<file path="config.mk">
export PLATFORM = sky130hd
export DESIGN_NAME = arq_event_counter
export DESIGN_NICKNAME = d
export VERILOG_FILES = /design/src/rtl/arq_pkg.sv /design/src/rtl/arq_cfg_regs.sv /design/src/rtl/arq_coarse_match.sv /design/src/rtl/arq_fine_match.sv /design/src/rtl/arq_sat_counter.sv /design/src/rtl/arq_event_counter.sv
export SDC_FILE = /design/constraint.sdc
export NUM_CORES = 2
export LEC_CHECK = 0
export BUFFER_PORTS_ARGS = -buffer_cell sky130_fd_sc_hd__buf_2
export CELL_PAD_IN_SITES_DETAIL_PLACEMENT = 0
export CELL_PAD_IN_SITES_GLOBAL_PLACEMENT = 2
export CORE_AREA = 2 2 294 296
export DETAILED_ROUTE_END_ITERATION = 7
export DIE_AREA = 0 0 296 298
export GPL_ROUTABILITY_DRIVEN = 0
export PLACE_DENSITY = 0.84
export SLEW_MARGIN = 10
export SYNTH_ARGS = -nofsm -noshare
export SYNTH_HDL_FRONTEND = slang
export SYNTH_SLANG_ARGS = --single-unit
</file>
<file path="constraint.sdc">
create_clock -name clk -period 5.7 [get_ports clk]
set_input_delay 1.14 -clock clk [delete_from_list [all_inputs] [get_ports clk]]
set_output_delay 1.14 -clock clk [all_outputs]
set_load 0.01 [all_outputs]
</file>
<file path="src/rtl/arq_pkg.sv">
package arq_pkg;

    typedef enum logic [1:0] {
        EV_NONE  = 2'b00,
        EV_LOAD  = 2'b01,
        EV_STORE = 2'b10,
        EV_OTHER = 2'b11
    } ev_kind_e;

    typedef enum logic {
        RUN_STOPPED = 1'b0,
        RUN_ACTIVE  = 1'b1
    } run_state_e;

    // control word fields
    localparam int CTRL_RUN      = 0;
    localparam int CTRL_ISPACE   = 1;
    localparam int CTRL_FINE     = 2;
    localparam int CTRL_PAIR_LSB = 4;

    // fine window word fields
    localparam int FINE_LO_LSB = 0;
    localparam int FINE_HI_LSB = 16;

endpackage

</file>
<file path="src/rtl/arq_cfg_regs.sv">
module arq_cfg_regs
    import arq_pkg::*;
#(
    parameter int ADDR_W   = 64,
    parameter int NPAIR    = 4,
    parameter int SEL_W    = 4,
    parameter int PAGE_LSB = 12
) (
    input  logic                           clk,
    input  logic                           rst_n,
    input  logic                           wr_en,
    input  logic [SEL_W-1:0]               wr_sel,
    input  logic [ADDR_W-1:0]              wr_data,
    output logic [NPAIR-1:0][ADDR_W-1:0]   base_o,
    output logic [NPAIR-1:0][ADDR_W-1:0]   mask_o,
    output logic [NPAIR-1:0]               pair_en_o,
    output logic                           instr_space_o,
    output logic                           fine_o,
    output logic [PAGE_LSB-1:0]            fine_lo_o,
    output logic [PAGE_LSB-1:0]            fine_hi_o,
    output logic [ADDR_W-1:PAGE_LSB]       page_o,
    output logic                           run_o
);

    localparam int SEL_MASK0 = NPAIR;
    localparam int SEL_CTRL  = 2 * NPAIR;
    localparam int SEL_FINE  = SEL_CTRL + 1;
    localparam int SEL_PAGE  = SEL_CTRL + 2;

    logic [NPAIR-1:0][ADDR_W-1:0] base_q, mask_q;
    logic [NPAIR-1:0]             pair_en_q;
    logic                         ispace_q, fine_q;
    logic [PAGE_LSB-1:0]          lo_q, hi_q;
    logic [ADDR_W-1:PAGE_LSB]     page_q;
    logic                         wr_ctrl;

    run_state_e state_q, state_d;

    assign wr_ctrl = wr_en && (wr_sel == SEL_W'(SEL_CTRL));

    always_ff @(posedge clk) begin
        if (!rst_n) begin
            base_q <= '0;
            mask_q <= '0;
        end else if (wr_en) begin
            for (int i = 0; i < NPAIR; i++) begin
                if (wr_sel == SEL_W'(i))             base_q[i] <= wr_data;
                if (wr_sel == SEL_W'(SEL_MASK0 + i)) mask_q[i] <= wr_data;
            end
        end
    end

    always_ff @(posedge clk) begin
        if (!rst_n) begin
            pair_en_q <= '0;
            ispace_q  <= 1'b0;
            fine_q    <= 1'b0;
            lo_q      <= '0;
            hi_q      <= '0;
            page_q    <= '0;
        end else if (wr_en) begin
            if (wr_ctrl) begin
                pair_en_q <= wr_data[CTRL_PAIR_LSB +: NPAIR];
                ispace_q  <= wr_data[CTRL_ISPACE];
                fine_q    <= wr_data[CTRL_FINE];
            end
            if (wr_sel == SEL_W'(SEL_FINE)) begin
                lo_q <= wr_data[FINE_LO_LSB +: PAGE_LSB];
                hi_q <= wr_data[FINE_HI_LSB +: PAGE_LSB];
            end
            if (wr_sel == SEL_W'(SEL_PAGE)) begin
                page_q <= wr_data[ADDR_W-1:PAGE_LSB];
            end
        end
    end

    // run machine: next-state logic
    always_comb begin
        state_d = state_q;
        unique case (state_q)
            RUN_STOPPED: if (wr_ctrl && wr_data[CTRL_RUN])  state_d = RUN_ACTIVE;
            RUN_ACTIVE:  if (wr_ctrl && !wr_data[CTRL_RUN]) state_d = RUN_STOPPED;
            default:     state_d = RUN_STOPPED;
        endcase
    end

    // run machine: state register
    always_ff @(posedge clk) begin
        if (!rst_n) state_q <= RUN_STOPPED;
        else        state_q <= state_d;
    end

    // outputs
    always_comb begin
        run_o         = (state_q == RUN_ACTIVE);
        base_o        = base_q;
        mask_o        = mask_q;
        pair_en_o     = pair_en_q;
        instr_space_o = ispace_q;
        fine_o        = fine_q;
        fine_lo_o     = lo_q;
        fine_hi_o     = hi_q;
        page_o        = page_q;
    end

    assert_ctrl_takes_next_R10: assert property (@(posedge clk) disable iff (!rst_n)
        wr_ctrl |=> (run_o == $past(wr_data[CTRL_RUN])))
        else $error("run bit not applied one edge after control write");

    assert_run_steady_R9: assert property (@(posedge clk) disable iff (!rst_n)
        !wr_ctrl |=> $stable(run_o))
        else $error("run state moved without a control write");

endmodule

</file>
<file path="src/rtl/arq_coarse_match.sv">
module arq_coarse_match #(
    parameter int ADDR_W = 64,
    parameter int NPAIR  = 4
) (
    input  logic [ADDR_W-1:0]             addr_i,
    input  logic [NPAIR-1:0][ADDR_W-1:0]  base_i,
    input  logic [NPAIR-1:0][ADDR_W-1:0]  mask_i,
    input  logic [NPAIR-1:0]              pair_en_i,
    output logic [NPAIR-1:0]              pair_hit_o,
    output logic                          any_hit_o
);

    for (genvar g = 0; g < NPAIR; g++) begin : g_pair
        assign pair_hit_o[g] = pair_en_i[g] &&
                               ((addr_i & mask_i[g]) == (base_i[g] & mask_i[g]));
    end

    assign any_hit_o = |pair_hit_o;

endmodule

</file>
<file path="src/rtl/arq_fine_match.sv">
module arq_fine_match #(
    parameter int ADDR_W   = 64,
    parameter int PAGE_LSB = 12
) (
    input  logic [ADDR_W-1:0]        addr_i,
    input  logic [ADDR_W-1:PAGE_LSB] page_i,
    input  logic [PAGE_LSB-1:0]      lo_i,
    input  logic [PAGE_LSB-1:0]      hi_i,
    output logic                     hit_o
);

    logic                same_page;
    logic [PAGE_LSB-1:0] ofs;

    assign same_page = (addr_i[ADDR_W-1:PAGE_LSB] == page_i);
    assign ofs       = addr_i[PAGE_LSB-1:0];
    assign hit_o     = same_page && (ofs >= lo_i) && (ofs < hi_i);

endmodule

</file>
<file path="src/rtl/arq_sat_counter.sv">
module arq_sat_counter #(
    parameter int CNT_W = 32
) (
    input  logic             clk,
    input  logic             rst_n,
    input  logic             clr_i,
    input  logic             inc_i,
    output logic [CNT_W-1:0] cnt_o
);

    localparam logic [CNT_W-1:0] CNT_MAX = '1;

    logic [CNT_W-1:0] cnt_q;

    always_ff @(posedge clk) begin
        if (!rst_n)                          cnt_q <= '0;
        else if (clr_i)                      cnt_q <= '0;
        else if (inc_i && cnt_q != CNT_MAX)  cnt_q <= cnt_q + CNT_W'(1);
    end

    assign cnt_o = cnt_q;

    assert_clear_zero_R8: assert property (@(posedge clk) disable iff (!rst_n)
        clr_i |=> (cnt_o == '0))
        else $error("counter not zero after clear");

    assert_no_overflow_R7: assert property (@(posedge clk) disable iff (!rst_n)
        (cnt_o == CNT_MAX && !clr_i) |=> (cnt_o == CNT_MAX))
        else $error("counter left saturation");

    assert_single_step_R6: assert property (@(posedge clk) disable iff (!rst_n)
        !clr_i |=> (cnt_o == $past(cnt_o) || cnt_o == $past(cnt_o) + CNT_W'(1)))
        else $error("counter moved by more than one");

endmodule

</file>
<file path="src/rtl/arq_event_counter.sv">
module arq_event_counter
    import arq_pkg::*;
#(
    parameter int ADDR_W   = 64,
    parameter int CNT_W    = 32,
    parameter int NPAIR    = 4,
    parameter int PAGE_LSB = 12,
    localparam int SEL_W   = $clog2(2 * NPAIR + 3)
) (
    input  logic              clk,
    input  logic              rst_n,
    input  logic              cfg_wr_en,
    input  logic [SEL_W-1:0]  cfg_wr_sel,
    input  logic [ADDR_W-1:0] cfg_wr_data,
    input  logic              cnt_clear,
    input  logic              ev_valid,
    input  logic [1:0]        ev_kind,
    input  logic [ADDR_W-1:0] ev_daddr,
    input  logic [ADDR_W-1:0] ev_iaddr,
    output logic [CNT_W-1:0]  load_count,
    output logic [CNT_W-1:0]  store_count
);

    logic [NPAIR-1:0][ADDR_W-1:0] base, mask;
    logic [NPAIR-1:0]             pair_en, pair_hit;
    logic                         instr_space, fine, run;
    logic [PAGE_LSB-1:0]          fine_lo, fine_hi;
    logic [ADDR_W-1:PAGE_LSB]     page;
    logic [ADDR_W-1:0]            qual_addr;
    logic                         coarse_hit, fine_hit, fine_active, region_hit;
    logic                         count_ok, load_inc, store_inc;
    ev_kind_e                     kind;

    arq_cfg_regs #(
        .ADDR_W(ADDR_W), .NPAIR(NPAIR), .SEL_W(SEL_W), .PAGE_LSB(PAGE_LSB)
    ) u_cfg (
        .clk(clk), .rst_n(rst_n),
        .wr_en(cfg_wr_en), .wr_sel(cfg_wr_sel), .wr_data(cfg_wr_data),
        .base_o(base), .mask_o(mask), .pair_en_o(pair_en),
        .instr_space_o(instr_space), .fine_o(fine),
        .fine_lo_o(fine_lo), .fine_hi_o(fine_hi), .page_o(page),
        .run_o(run)
    );

    assign qual_addr = instr_space ? ev_iaddr : ev_daddr;

    arq_coarse_match #(.ADDR_W(ADDR_W), .NPAIR(NPAIR)) u_coarse (
        .addr_i(qual_addr), .base_i(base), .mask_i(mask), .pair_en_i(pair_en),
        .pair_hit_o(pair_hit), .any_hit_o(coarse_hit)
    );

    arq_fine_match #(.ADDR_W(ADDR_W), .PAGE_LSB(PAGE_LSB)) u_fine (
        .addr_i(qual_addr), .page_i(page), .lo_i(fine_lo), .hi_i(fine_hi),
        .hit_o(fine_hit)
    );

    // fine window only applies to instruction addresses
    assign fine_active = instr_space && fine;
    assign region_hit  = fine_active ? fine_hit : coarse_hit;

    assign kind      = ev_kind_e'(ev_kind);
    assign count_ok  = run && ev_valid && region_hit;
    assign load_inc  = count_ok && (kind == EV_LOAD);
    assign store_inc = count_ok && (kind == EV_STORE);

    arq_sat_counter #(.CNT_W(CNT_W)) u_load_cnt (
        .clk(clk), .rst_n(rst_n), .clr_i(cnt_clear), .inc_i(load_inc), .cnt_o(load_count)
    );

    arq_sat_counter #(.CNT_W(CNT_W)) u_store_cnt (
        .clk(clk), .rst_n(rst_n), .clr_i(cnt_clear), .inc_i(store_inc), .cnt_o(store_count)
    );

    assert_stopped_hold_R9: assert property (@(posedge clk) disable iff (!rst_n)
        (!run && !cnt_clear) |=> ($stable(load_count) && $stable(store_count)))
        else $error("counter moved while stopped");

    assert_one_kind_R6: assert property (@(posedge clk) disable iff (!rst_n)
        !cnt_clear |=> !((load_count != $past(load_count)) && (store_count != $past(store_count))))
        else $error("one event moved both counters");

    assert_disabled_pairs_R3: assert property (@(posedge clk) disable iff (!rst_n)
        (pair_en == '0 && !fine_active) |-> !region_hit)
        else $error("region hit with every pair disabled");

    assert_page_bound_R4: assert property (@(posedge clk) disable iff (!rst_n)
        (fine_active && region_hit) |-> (qual_addr[ADDR_W-1:PAGE_LSB] == page))
        else $error("fine hit outside the programmed page");

endmodule

</file>
==> impl_results.md <==
- Layout fillers: 8,619
- Slew margin rel.: 0.157
- TritonCTS Sinks: 659
- Crit path cell chain: buf_12 -> mux2i_2 -> buf_4 -> inv_1 -> ha_1 -> a21oi_1 -> nor2b_1 -> o21ai_0 -> nand2_1 -> nor4_1 -> a41oi_2 -> buf_4 -> nor4_1 -> o21ai_1 -> or4_1 -> nand2_1
- Vias: 26.5k
- DR vias/cell: 5.24
- Unrepaired setup endpoints after global routing: no
- Pre-CTS WS: 39.9 ps
- CP Launch Type: register
- Leak pwr: ~12 nW
- Vias in the first global route: 24.2k
- Remaining DRCs: 0
- Top-Level Pins: 267
- Max-Cap Viols: 0
- Initial antenna violation count: 9
- Fmax: 183 MHz
- Mapped Nets: 3,951
- Final worst path period share: 0.958
- Final setup fails: 0
- Status: finished clean
- Post-Route Utilization: 0.425
- Final-report hold violation count: 0
- Worst Hold Launch: u_cfg.mask_o[70]$_SDFFE_PN0P_
- Slowest library cell on the worst path: nor4_1
- Fin crit period: 5460 ps
- Layout cell share with drive strength beyond 1: 0.136
- CTS Buffer Depth: 3
- PD cells: 291 nW/um^2
- CTS tree: yes
- Wire per inst: between 20 and 25 um
- Vert. Die Dim: 298 um
- RR Endpoint: u_load_cnt.cnt_o[31]$_SDFFE_PP0P_
- Final Instance Area: 36,100 um^2
- First-pass GRT wire length: 174,000 um
- Clock root buffer: clkbuf_16
- Synthesized area: 31,300 um^2
- P&R area growth vs syn: 15.4%
- Setup Fix Bufs, Post-CTS: 0
- Total CTS buffers: 77
- CP Max Fanout: 31
- Nets: 4,082
- Netlist cell types: 67
- Worst hold slack: 464 ps
- Sequential share of the synthesized area: 0.422
- CP required: 6270 ps
- Initial Utilization: 0.368
- Critical R2R Launch: u_cfg.instr_space_o$_SDFFE_PN0P_
- Aggregate global routing overflow: 0
- Syn Inst Count: about 3.7k
- Clock-pin transition on the worst setup and hold timing paths: ~60 ps
- Synth Register Bits: between 600 and 700
- H-tree Lvls: 3
- Worst-Margin Slew: between 1000 and 1500 ps
- # resized after CTS: 0
- Critical Path AT: 6030 ps
- Critical Path Sink Type: register
- Initial DRC Count: between 2k and 2.5k
- DRT Pass-1 Iters: 5
- Number of port buffers: 266
- Peak VDD IR: 198 uV
- R2r setup slk: 240 ps
- Placement Rows: 107
- Largest net degree at the start of global routing: 254
- Crit-path max cell delay: approximately 780 ps
- Final worst slack: 240 ps
- Dpl cell area: between 30,000 and 40,000 um^2
- Register area: 13,200 um^2
- Synth warn: 0
- Final HPWL DP: 80,600 um
- Hold Path Depth: 2
- Wirelength, routed: 121,000 um
- Slew Limit Fails: 0
- Worst min-delay path class: reg -> reg
- Avg Cell Area, Syn: 8.40 um^2
- Hold EP: u_cfg.mask_o[70]$_SDFFE_PN0P_
- DRT antenna net count: 0
- Die Area: just under 90,000 um^2
- Clock Latency Late Sink: ~630 ps
- WS Path Type: reg -> reg
- Total GRT Usage: 0.268
- Hold_buf cts: 0
- Post-synth EDFFs: 0
- Core area: 84,900 um^2
- Post-synth top flop: dfxtp_1
- Die X-Extent: 296 um
- Multi-input gate area: 16,900 um^2
- Asr flop ratio synth: 0
- Final TNS setup: 0 ps
- R2R depth: 16
- Post-route clock skew: 21.9 ps
synth_stat cells (3+ instances only):
cell type / instances / area [um^2]
o31ai_1: 16 / 120
mux2i_1: 15 / 150
nand2_1: 1240 / 4650
nand3_1: 29 / 145
or3_1: 12 / 75.1
nor3_1: 9 / 45.0
o211ai_1: 8 / 60.1
nor2b_1: 14 / 87.6
and4_1: 8 / 70.1
and2_1: 3 / 18.8
a222oi_1: 3 / 30.0
nand4b_1: 5 / 43.8
inv_1: 37 / 139
nor2_1: 27 / 101
a21boi_0: 589 / 4420
or4_1: 19 / 143
nand4_1: 53 / 332
mux2i_2: 28 / 385
a22oi_1: 117 / 878
o21ai_0: 3 / 15.0
o311ai_1: 7 / 61.3
nor4_1: 26 / 163
o21a_1: 8 / 60.1
o21ai_1: 17 / 85.1
xnor2_1: 297 / 2600
ha_1: 25 / 313
clkbuf_1: 268 / 1010
dfxtp_1: 659 / 13200
nand2b_1: 18 / 113
o41ai_1: 7 / 61.3
a21oi_1: 38 / 190
mux2i_4: 34 / 766
xor2_1: 14 / 123
o31a_1: 5 / 43.8
buf_6: 6 / 67.6
and3_1: 16 / 100
per-stage QoR:
| step | instances | power, mW |
|---|---|---|
| after CTS | 5055 | 10.5 |
| after detailed placement | 4919 | 5.68 |
| after global routing | 5056 | 10.8 |
| after global placement | 4919 | 5.68 |
| final | 5058 | 10.5 |
| after floorplan | 3723 | 5.28 |
cell type report:
type	instances	share of cell area
inverters	37	0.00385
clock inverters	13	0.00468
flip-flops and latches	659	0.366
diodes	3	0.000208
clock buffers	123	0.0630
well taps	1144	0.0397
multi-input cells	2747	0.469
repair buffers	332	0.0537
flip-flops by register name, summed over array words and instances, names as in the netlist, named ones only:
name                 cells
u_cfg.pair_en_o          4
u_cfg.instr_space_o      1
u_load_cnt.cnt_o        32
u_cfg.fine_hi_o         12
u_cfg.mask_o           256
u_cfg.base_o           256
u_cfg.page_o            52
u_cfg.fine_o             1
u_store_cnt.cnt_o       32
u_cfg.fine_lo_o         12
power by group:
part	leakage (nW)	total, mW	switching [mW]	internal, mW
logic	5.12	0.894	0.578	0.316
registers	5.32	4.69	0.0315	4.66
clock network	1.19	4.90	2.04	2.86
cell usage in the layout (no fill, tap or decap), types with 5 or more instances in the layout:
cell type and instances:
nand2_1 1233, dfxtp_1 658, a21boi_0 589, xnor2_1 297
buf_2 265, a22oi_1 117, clkbuf_16 78, buf_4 58
nand4_1 53, a21oi_1 38, inv_1 37, mux2i_4 34
clkbuf_1 30, mux2i_2 28, nand3_1 27, nor4_1 26
ha_1 25, nor2_1 19, or4_1 19, nand2b_1 18
o21ai_1 17, and3_1 16, o31ai_1 16, mux2i_1 15
clkbuf_8 15, xor2_1 14, nor2b_1 13, or3_1 12
nor2_4 8, and4_1 8, o21a_1 8, o211ai_1 8
buf_12 8, o311ai_1 7, o41ai_1 7, nor3_1 6
nand2_2 5, nand4b_1 5, o31a_1 5
kinds of logic (layout without fill, tap and decap cells):
family / count (synthesis) / in the layout / synth area share
AOI/OAI and AO/OA: 841 / 841 / 0.200
xor gates and xnor gates: 311 / 311 / 0.0871
adders and majority gates: 25 / 25 / 0.0100
buffers and inverters: 317 / 505 / 0.0410
DFF: 659 / 659 / 0.422
muxes: 77 / 77 / 0.0416
other: 0 / 3 / 0
and+or+nand+nor: 1493 / 1493 / 0.199
how the worst max path moves through the flow:
stage	start	endpoint	slack, ps	depth (start not counted)
3_5_place_dp	ev_iaddr[8]	u_load_cnt.cnt_o[25]$_SDFFE_PP0P_	40	16
4_1_cts	u_cfg.instr_space_o$_SDFFE_PN0P_	u_load_cnt.cnt_o[31]$_SDFFE_PP0P_	400	16
2_1_floorplan	ev_iaddr[9]	u_store_cnt.cnt_o[0]$_SDFFE_PP0P_	1660	15
3_3_place_gp	ev_iaddr[8]	u_load_cnt.cnt_o[25]$_SDFFE_PP0P_	60	16
5_1_grt	u_cfg.instr_space_o$_SDFFE_PN0P_	u_load_cnt.cnt_o[31]$_SDFFE_PP0P_	90	16
6_report	u_cfg.instr_space_o$_SDFFE_PN0P_	u_load_cnt.cnt_o[31]$_SDFFE_PP0P_	240	16
per-layer routing:
layer / GRT usage / wire length (um)
met5: 0 / 13
met4: 0.0592 / 2580
met3: 0.0358 / 6650
met1: 0.371 / 54300
met2: 0.442 / 57300
critical path: cells and delay by family (launching register included):
family | cells | cell delay, ps
AOI/OAI and AO/OA | 4 | 1500
adders and majority gates | 1 | 180
buffers and inverters | 4 | 800
DFF | 1 | 370
muxes | 1 | 560
and+or+nand+nor | 6 | 1910
Power figures use the tool's default switching activity.
